File: src/rtl/cke_pwr_pkg.sv
package cke_pwr_pkg;

    typedef enum logic [2:0] {
        PS_IDLE     = 3'd0,
        PS_ACTIVE   = 3'd1,
        PS_PRE_PD   = 3'd2,
        PS_ACT_PD   = 3'd3,
        PS_SELF_REF = 3'd4
    } pwr_state_e;

    typedef enum logic [1:0] {
        CMD_NOP   = 2'd0,
        CMD_DESEL = 2'd1,
        CMD_AREF  = 2'd2,
        CMD_OTHER = 2'd3
    } cmd_kind_e;

    typedef enum logic [1:0] {
        EDGE_HOLD_HI = 2'd0,
        EDGE_FALL    = 2'd1,
        EDGE_RISE    = 2'd2,
        EDGE_HOLD_LO = 2'd3
    } cke_edge_e;

    typedef struct packed {
        pwr_state_e nxt;
        logic       bad;
        logic       sr_exit;
    } step_t;

    function automatic cmd_kind_e decode_cmd(input logic cs_n, input logic ras_n,
                                             input logic cas_n, input logic we_n);
        if (cs_n)                              return CMD_DESEL;
        if (ras_n && cas_n && we_n)            return CMD_NOP;
        if (!ras_n && !cas_n && we_n)          return CMD_AREF;
        return CMD_OTHER;
    endfunction

    function automatic logic is_quiet(input cmd_kind_e c);
        return (c == CMD_NOP) || (c == CMD_DESEL);
    endfunction

    function automatic logic is_low_power(input pwr_state_e s);
        return (s == PS_PRE_PD) || (s == PS_ACT_PD) || (s == PS_SELF_REF);
    endfunction

    function automatic cke_edge_e classify_edge(input logic prev, input logic now);
        case ({prev, now})
            2'b11:   return EDGE_HOLD_HI;
            2'b10:   return EDGE_FALL;
            2'b01:   return EDGE_RISE;
            default: return EDGE_HOLD_LO;
        endcase
    endfunction

endpackage

File: src/rtl/cke_edge_track.sv
module cke_edge_track
    import cke_pwr_pkg::*;
(
    input  logic      clk,
    input  logic      rst,
    input  logic      cke,
    output logic      cke_q,
    output cke_edge_e edge_kind
);
    always_ff @(posedge clk) begin
        if (rst) cke_q <= 1'b1;
        else     cke_q <= cke;
    end

    assign edge_kind = classify_edge(cke_q, cke);
endmodule

File: src/rtl/cke_cmd_decode.sv
module cke_cmd_decode
    import cke_pwr_pkg::*;
(
    input  logic      cs_n,
    input  logic      ras_n,
    input  logic      cas_n,
    input  logic      we_n,
    output cmd_kind_e cmd,
    output logic      quiet
);
    always_comb begin
        cmd   = decode_cmd(cs_n, ras_n, cas_n, we_n);
        quiet = is_quiet(cmd);
    end
endmodule

File: src/rtl/cke_wait_timer.sv
module cke_wait_timer #(
    parameter int LEN = 10
) (
    input  logic clk,
    input  logic rst,
    input  logic load,
    output logic busy
);
    localparam int CW = (LEN < 2) ? 1 : $clog2(LEN + 1);
    localparam logic [CW-1:0] LOAD_VAL = CW'(LEN);

    logic [CW-1:0] cnt;

    always_ff @(posedge clk) begin
        if (rst)              cnt <= '0;
        else if (load)        cnt <= LOAD_VAL;
        else if (cnt != '0)   cnt <= cnt - 1'b1;
    end

    assign busy = (cnt != '0);
endmodule

File: src/rtl/cke_pwr_fsm.sv
module cke_pwr_fsm
    import cke_pwr_pkg::*;
(
    input  logic       clk,
    input  logic       rst,
    input  cke_edge_e  edge_kind,
    input  cmd_kind_e  cmd,
    input  logic       quiet,
    input  logic       bank_open,
    input  logic       exit_busy,
    output pwr_state_e state,
    output logic       illegal,
    output logic       sr_exit
);
    step_t step;

    always_comb begin
        step.nxt     = state;
        step.bad     = 1'b0;
        step.sr_exit = 1'b0;
        case (edge_kind)
            EDGE_HOLD_HI: begin
                if (is_low_power(state)) step.bad = 1'b1;
                else step.nxt = bank_open ? PS_ACTIVE : PS_IDLE;
            end
            EDGE_FALL: begin
                if (state == PS_IDLE && quiet)                 step.nxt = PS_PRE_PD;
                else if (state == PS_IDLE && cmd == CMD_AREF)  step.nxt = PS_SELF_REF;
                else if (state == PS_ACTIVE && quiet)          step.nxt = PS_ACT_PD;
                else                                           step.bad = 1'b1;
            end
            EDGE_HOLD_LO: begin
                if (!is_low_power(state)) step.bad = 1'b1;
            end
            default: begin
                if (!quiet) step.bad = 1'b1;
                else begin
                    case (state)
                        PS_SELF_REF: begin
                            step.nxt     = PS_IDLE;
                            step.sr_exit = 1'b1;
                        end
                        PS_PRE_PD: step.nxt = PS_IDLE;
                        PS_ACT_PD: step.nxt = PS_ACTIVE;
                        default:   step.bad = 1'b1;
                    endcase
                end
            end
        endcase
        if (exit_busy && !quiet) step.bad = 1'b1;
        if (step.bad) begin
            step.nxt     = state;
            step.sr_exit = 1'b0;
        end
    end

    always_ff @(posedge clk) begin
        if (rst) begin
            state   <= PS_IDLE;
            illegal <= 1'b0;
        end else begin
            state   <= step.nxt;
            illegal <= step.bad;
        end
    end

    assign sr_exit = step.sr_exit;
endmodule

File: src/rtl/cke_pwr_tracker.sv
module cke_pwr_tracker
    import cke_pwr_pkg::*;
#(
    parameter int TXSNR_CYC    = 10,
    parameter int DLL_LOCK_CYC = 200
) (
    input  logic       clk,
    input  logic       rst,
    input  logic       cke,
    input  logic       cs_n,
    input  logic       ras_n,
    input  logic       cas_n,
    input  logic       we_n,
    input  logic       bank_open,
    output logic [2:0] pwr_state,
    output logic       illegal,
    output logic       exit_busy,
    output logic       read_ok
);
    logic       cke_q;
    cke_edge_e  edge_kind;
    cmd_kind_e  cmd;
    logic       quiet;
    pwr_state_e state;
    logic       sr_exit;
    logic       dll_wait;

    cke_edge_track u_edge (
        .clk(clk), .rst(rst), .cke(cke), .cke_q(cke_q), .edge_kind(edge_kind)
    );

    cke_cmd_decode u_dec (
        .cs_n(cs_n), .ras_n(ras_n), .cas_n(cas_n), .we_n(we_n),
        .cmd(cmd), .quiet(quiet)
    );

    cke_pwr_fsm u_fsm (
        .clk(clk), .rst(rst), .edge_kind(edge_kind), .cmd(cmd), .quiet(quiet),
        .bank_open(bank_open), .exit_busy(exit_busy),
        .state(state), .illegal(illegal), .sr_exit(sr_exit)
    );

    cke_wait_timer #(.LEN(TXSNR_CYC)) u_xsnr (
        .clk(clk), .rst(rst), .load(sr_exit), .busy(exit_busy)
    );

    cke_wait_timer #(.LEN(DLL_LOCK_CYC)) u_dll (
        .clk(clk), .rst(rst), .load(sr_exit), .busy(dll_wait)
    );

    assign pwr_state = state;
    assign read_ok   = !dll_wait;
endmodule

File: config.mk
export PLATFORM = sky130hd
export DESIGN_NAME = cke_pwr_tracker
export DESIGN_NICKNAME = d
export VERILOG_FILES = /design/src/rtl/cke_pwr_pkg.sv /design/src/rtl/cke_edge_track.sv /design/src/rtl/cke_cmd_decode.sv /design/src/rtl/cke_wait_timer.sv /design/src/rtl/cke_pwr_fsm.sv /design/src/rtl/cke_pwr_tracker.sv
export SDC_FILE = /design/constraint.sdc
export NUM_CORES = 1
export LEC_CHECK = 0
export ABC_CLOCK_PERIOD_IN_PS = 4200
export BUFFER_PORTS_ARGS = -buffer_cell sky130_fd_sc_hd__buf_4
export CAP_MARGIN = 20
export CORE_MARGIN = 5
export CORE_UTILIZATION = 35
export CTS_CLUSTER_DIAMETER = 200
export DETAILED_ROUTE_END_ITERATION = 16
export GPL_TIMING_DRIVEN = 1
export HOLD_SLACK_MARGIN = 0.1
export PLACE_DENSITY = 0.64
export SLEW_MARGIN = 40
export SYNTH_ARGS = -nofsm -noshare
export SYNTH_HDL_FRONTEND = slang
export SYNTH_SLANG_ARGS = --single-unit
File: constraint.sdc
create_clock -name clk -period 4.2 [get_ports clk]
set_input_delay 0.84 -clock clk [delete_from_list [all_inputs] [get_ports clk]]
set_output_delay 0.84 -clock clk [all_outputs]
set_load 0.01 [all_outputs]
==> results of run 1 <==
## final cells by class
class	instances	area (um2)
Tap cell	31	38.79
Timing Repair Buffer	13	97.59
Multi-Input combinational cell	85	585.6
Clock inverter	1	5.005
Clock buffer	3	22.52
Sequential cell	17	340.3
Fill cell	308	1598
Inverter	6	22.52
## worst paths after layout
kind,startpoint,to,slack (ns),cells after the start
max,u_dll.cnt[0],read_ok,1.49,7
min,u_xsnr.cnt[3],u_xsnr.cnt[3],0.53,2
max reg2reg,u_edge.cke_q,u_fsm.state[0],2.35,5
min reg2reg,u_xsnr.cnt[3],u_xsnr.cnt[3],0.53,2
## registers in the layout, indices dropped and copies added, names as in the netlist
| register | cells |
|---|---|
| u_edge.cke_q | 1 |
| u_fsm.illegal | 1 |
| u_dll.cnt | 8 |
| u_xsnr.cnt | 4 |
| u_fsm.state | 3 |
## where the power goes
part,total (mW),switching (mW),internal [mW]
clock,0.0931,0.0576,0.0355
combinational,0.249,0.123,0.126
sequential,0.235,0.0386,0.197
## logic make-up after synthesis
| family | count (synthesis) | share of synthesized area (%) |
|---|---|---|
| simple gates | 48 | 29.51 |
| compound gates | 22 | 15.08 |
| flops | 17 | 35.05 |
| buf+inv | 11 | 4.639 |
| xor+xnor | 7 | 6.315 |
| mux | 7 | 8.118 |
| fa+ha+maj | 1 | 1.288 |
## layer usage
layer	global-route usage (%)	wire (um)	vias to the layer above
met5	0	0	-
met4	3.714	21	0
met3	3.777	106	4
met2	17.10	943	19
met1	12.54	864	377
li1	-	-	431
## critical path: stages, from the launching register on
cell     delay, ns
dfxtp_1       0.32
inv_1         0.10
ha_1          0.19
or3b_4        0.41
nor3_4        0.18
nand2_2       0.10
inv_1         0.13
buf_4         0.14
## cells in the mapped netlist (2+ instances only)
cell,instances,share of area (%)
mux2i_1,3,3.1
nor3_1,5,2.6
clkbuf_1,2,0.77
o21ai_0,2,1.0
nand2b_1,3,1.9
mux2_2,3,3.5
a211oi_1,2,1.5
dfxtp_1,17,35
nand3_1,2,1.0
nor4_2,2,2.6
a21oi_1,9,4.6
buf_2,3,1.5
nor2_1,14,5.4
inv_1,6,2.3
xor2_1,3,2.7
nand2_1,9,3.5
nor4_1,3,1.9
xnor2_1,4,3.6
a31oi_1,3,1.9
## metrics by stage
stage	power, mW	area [um2]
2_1_floorplan	0.4326	970.9
3_3_place_gp	0.4824	1085
3_5_place_dp	0.4904	1085
4_1_cts	0.5834	1112
5_1_grt	0.6302	1112
6_report	0.5775	1112
==> impl_metrics.env, run 1 <==
export IMPL_hold_violations=0
export IMPL_cts_buffer_depth=2
export IMPL_synth_area_um2=970.9
export IMPL_grt_overflow=0
export IMPL_crit_fanout=4
export IMPL_path_clk_slew_ns=0.11
export IMPL_ctsResizeCount=0
export IMPL_clock_fmax_mhz=369.0
export IMPL_drc=0
export IMPL_root_buffer="clkbuf_4"
export IMPL_seq_area_frac_synth_pct=35.05
export IMPL_fin_util_pct=41.04
export IMPL_layout_common_cells="17 x dfxtp_1, 14 x nor2_1, 13 x buf_4"
export IMPL_arrival_ns=1.87
export IMPL_min_period_over_period_pct=64.52
export IMPL_final_common_cell="dfxtp_1"
export IMPL_finClkSkew_ns=0.002141
export IMPL_diodes=0
export IMPL_synth_avg_cell_area_um2=8.592
export IMPL_postRouteAntennaNets=0
export IMPL_ys_warn_count=0
export IMPL_setup_violations=0
export IMPL_required_ns=3.36
export IMPL_ys_flop_type="dfxtp_1"
export IMPL_dr_pass1_iters=4
export IMPL_core_area_um2=2710
export IMPL_setup_ws_ns=1.490
export IMPL_cts_tree="done"
export IMPL_die_area_um2=3928
export IMPL_crit_path_start_kind="flop"
export IMPL_numCtsBuffers=3
export IMPL_port_buffers=13
export IMPL_slew_limit_headroom_pct=64.28
export IMPL_slew_violations=0
export IMPL_place_inst=152
export IMPL_ys_types=37
export IMPL_grt_pass1_wl_um=3367
export IMPL_start_util_pct=35.83
export IMPL_core_rowCount=19
export IMPL_fin_tns_setup_ns=0
export IMPL_clock_sinks=17
export IMPL_place_congestion=0.8206
export IMPL_finalCriticalPeriod_ns=2.710
export IMPL_hold_buffers=0
export IMPL_grt_pass1_vias=788
export IMPL_instances_no_fill=156
export IMPL_tightest_slew_ns=0.5315
export IMPL_dpl_hpwl_um=1476
export IMPL_finalNetCount=135
export IMPL_power_density_nw_per_um2=519.2
export IMPL_leakagePower_nw=0.4495
export IMPL_worstSetupEndpointType="primary output"
export IMPL_finalWirelength_um=1935
export IMPL_grt_use_total_pct=10.47
export IMPL_postSynthCellCount=113
export IMPL_worst_setup_path_type="flop to primary output"
export IMPL_rsz0062_at_grt="false"
export IMPL_holdWs_ns=0.5310
export IMPL_htree_num_levels=1
export IMPL_min_path_type="flop to flop"
export IMPL_area_delta_synth_final_pct=14.56
export IMPL_io_pins=14
export IMPL_die_w_um=62.67
export IMPL_drive_gt1_share_pct=25.60
export IMPL_syn_nets=122
export IMPL_fp_dieH_um=62.67
export IMPL_status="finished, final reports clean"
export IMPL_vdd_drop_max_mv=0.3757
export IMPL_dpl_worst_slack_ns=1.816
export IMPL_max_cap_violations=0
export IMPL_wire_per_inst_um=12.40
export IMPL_cts_setup_buffers=0
export IMPL_vias_per_cell=5.327
export IMPL_vias=831
export IMPL_clk_latency_ns=0.30
export IMPL_synth_edff_count=0
export IMPL_grt_max_degree=17
export IMPL_antenna_found_initial=0
export IMPL_synth_seq_cells=17
export IMPL_async_flop_share_pct=0
export IMPL_drtIter0Drc=27
Note: power is estimated with default switching activity, not from simulation.
==> run 2, diff against run 1 <==
--- a/config.mk
+++ b/config.mk
@@ -5,7 +5,7 @@
 export SDC_FILE = /design/constraint.sdc
 export NUM_CORES = 1
 export LEC_CHECK = 0
-export ABC_CLOCK_PERIOD_IN_PS = 4200
+export ABC_CLOCK_PERIOD_IN_PS = 2500
 export BUFFER_PORTS_ARGS = -buffer_cell sky130_fd_sc_hd__buf_4
 export CAP_MARGIN = 20
 export CORE_MARGIN = 5
==> constraint.sdc (replaced) <==
create_clock -name clk -period 2.5 [get_ports clk]
set_input_delay 0.5 -clock clk [delete_from_list [all_inputs] [get_ports clk]]
set_output_delay 0.5 -clock clk [all_outputs]
set_load 0.01 [all_outputs]
==> run 2 against run 1 <==
Global-route usage increased by 0.082 points; highest routed layer unchanged; largest power group unchanged; via count increased by 1.2%; die area did not move; combinational power up 86%; design area grew 2.2%; cell count increased by 1.9%; wire length grew 0.16%; core utilization up 0.92 points; count of clock-buffer cells in the layout unchanged.
==> impl_metrics.env, run 2 (synthesis results as in run 1) <==
export IMPL_largest_register_ffs=8
export IMPL_r2r_cells=9
export IMPL_core_area_um2=2710
export IMPL_status="finished, final reports clean"
export IMPL_reg2reg_from="u_dll.cnt[0]"
export IMPL_die_w_um=62.67
export IMPL_die_area_um2=3928
export IMPL_top_regs="u_dll.cnt: 8 flops, u_xsnr.cnt: 4 flops, u_fsm.state: 3 flops"
export IMPL_setup_violations=0
export IMPL_slew_limit_headroom_pct=67.78
export IMPL_worst_setup_path_type="flop to primary output"
export IMPL_fin_tns_setup_ns=0
export IMPL_top_register="u_dll.cnt"
export IMPL_reg2reg_slack_ns=0.55
export IMPL_dpl_worst_slack_ns=0.4431
export IMPL_dr_pass1_iters=4
export IMPL_max_cap_violations=0
export IMPL_leakagePower_nw=0.4623
export IMPL_rsz0062_at_grt="false"
export IMPL_switching_share_pct=36.75
export IMPL_finalCriticalPeriod_ns=2.330
export IMPL_numCtsBuffers=3
export IMPL_pwr_share_seq_pct=39.1
export IMPL_hold_violations=0
export IMPL_dpl_hpwl_um=1446
export IMPL_p_switching_mw=0.3703
export IMPL_rr_endpoint="u_dll.cnt[6]"
export IMPL_min_path_cells=2
export IMPL_grt_pass1_wl_um=3422
export IMPL_min_to="u_dll.cnt[1]"
export IMPL_setup_ws_ns=0.1698
export IMPL_clock_fmax_mhz=429.1
export IMPL_min_period_over_period_pct=93.21
export IMPL_hold_start="rst"
export IMPL_arrival_ns=1.83
export IMPL_fp_dieH_um=62.67
export IMPL_wire_per_inst_um=12.19
export IMPL_cts_buffer_depth=2
export IMPL_diodes=0
export IMPL_clock_sinks=17
export IMPL_min_path_type="primary input to flop"
export IMPL_area_delta_synth_final_pct=17.14
export IMPL_io_pins=14
export IMPL_slew_violations=0
export IMPL_internal_power_mw=0.6374
export IMPL_power_frac_comb_pct=46.1
export IMPL_tightest_slew_ns=0.4827
export IMPL_drc=0
export IMPL_power_density_nw_per_um2=886.0
export IMPL_core_rowCount=19
export IMPL_final_common_cell="dfxtp_1"
export IMPL_crit_fanout=4
export IMPL_postRouteAntennaNets=0
export IMPL_grt_max_degree=17
export IMPL_drive_gt1_share_pct=28.91
export IMPL_hold_buffers=0
export IMPL_finClkSkew_ns=0.004449
export IMPL_path_clk_slew_ns=0.10
export IMPL_layout_common_cells="17 x dfxtp_1, 16 x buf_4, 14 x nor2_1"
export IMPL_grt_use_total_pct=10.55
export IMPL_vias=841
export IMPL_clk_latency_ns=0.29
export IMPL_required_ns=2.00
export IMPL_cts_tree="done"
export IMPL_start_util_pct=35.83
export IMPL_vdd_drop_max_mv=0.5012
export IMPL_drtIter0Drc=10
export IMPL_worstSetupEndpointType="primary output"
export IMPL_root_buffer="clkbuf_4"
export IMPL_place_congestion=0.8205
export IMPL_grt_pass1_vias=799
export IMPL_p_clk_share_pct=14.8
export IMPL_antenna_found_initial=0
export IMPL_fill_cells=287
export IMPL_grt_overflow=0
export IMPL_htree_num_levels=1
export IMPL_crit_path_start_kind="flop"
export IMPL_port_buffers=13
export IMPL_finalNetCount=138
export IMPL_vias_per_cell=5.289
export IMPL_finalWirelength_um=1938
[run 2: power by group through the flow]
stage	Combinational, mW	Sequential, mW	Clock (mW)
after floorplan	0.341	0.386	0
after CTS	0.427	0.395	0.160
final	0.464	0.394	0.149
after global routing	0.521	0.406	0.171
after detailed placement	0.424	0.401	0
after global placement	0.411	0.398	0
[run 2: what timing repair did]
item / 4_1_cts / 5_1_grt
setup endpoints to repair: 0 / 1
buffers inserted: 0 / 2
gates resized for setup: 0 / 2
hold endpoints to repair: 0 / 0
[run 2: worst max-delay path, stage by stage, from the launching register on]
cell and delay, ns:
dfxtp_1 0.32, inv_1 0.11, ha_2 0.20, or3b_4 0.40, nor3_4 0.20, nand2_2 0.10, inv_2 0.09, buf_4 0.12
[run 2: metrics by stage]
stage | cell area, um2 | utilization, % | hold WS (ns) | power, mW | instances
final | 1137 | 41.97 | 0.4909 | 1.008 | 159
after global routing | 1137 | 41.97 | 0.4855 | 1.099 | 159
after CTS | 1120 | 41.32 | 0.4761 | 0.9824 | 157
after detailed placement | 1092 | 40.30 | 0.5127 | 0.8249 | 153
after global placement | 1092 | 40.30 | 0.5011 | 0.8092 | 153
after floorplan | 970.9 | - | 0.4840 | 0.7267 | 113
[run 2: worst max-delay path by stage]
stage | startpoint | endpoint | slack (ns)
3_3_place_gp | u_dll.cnt[0] | read_ok | 0.51
2_1_floorplan | u_dll.cnt[0] | read_ok | 0.66
5_1_grt | u_dll.cnt[0] | read_ok | 0.03
4_1_cts | u_dll.cnt[0] | read_ok | 0.09
3_5_place_dp | u_dll.cnt[0] | read_ok | 0.44
6_report | u_dll.cnt[0] | read_ok | 0.17
[run 2: cell type report]
class	count	area, um2	share of cell area, %
multi-input combinational	85	588.1	51.71
clock buffer	3	22.52	1.980
timing repair buffer	16	120.1	10.56
inverter	6	22.52	1.980
sequential	17	340.3	29.92
clock inverter	1	5.005	0.4400
tap	31	38.79	3.410
[run 2: layer usage]
metal  up-vias  GRT usage [%]  routed length [um]
met2        17          17.75                 941
met4         0          2.387                  12
met5         -              0                   0
met1       387          12.68                 882
met3         2          3.957                 101
li1        435              -                   -
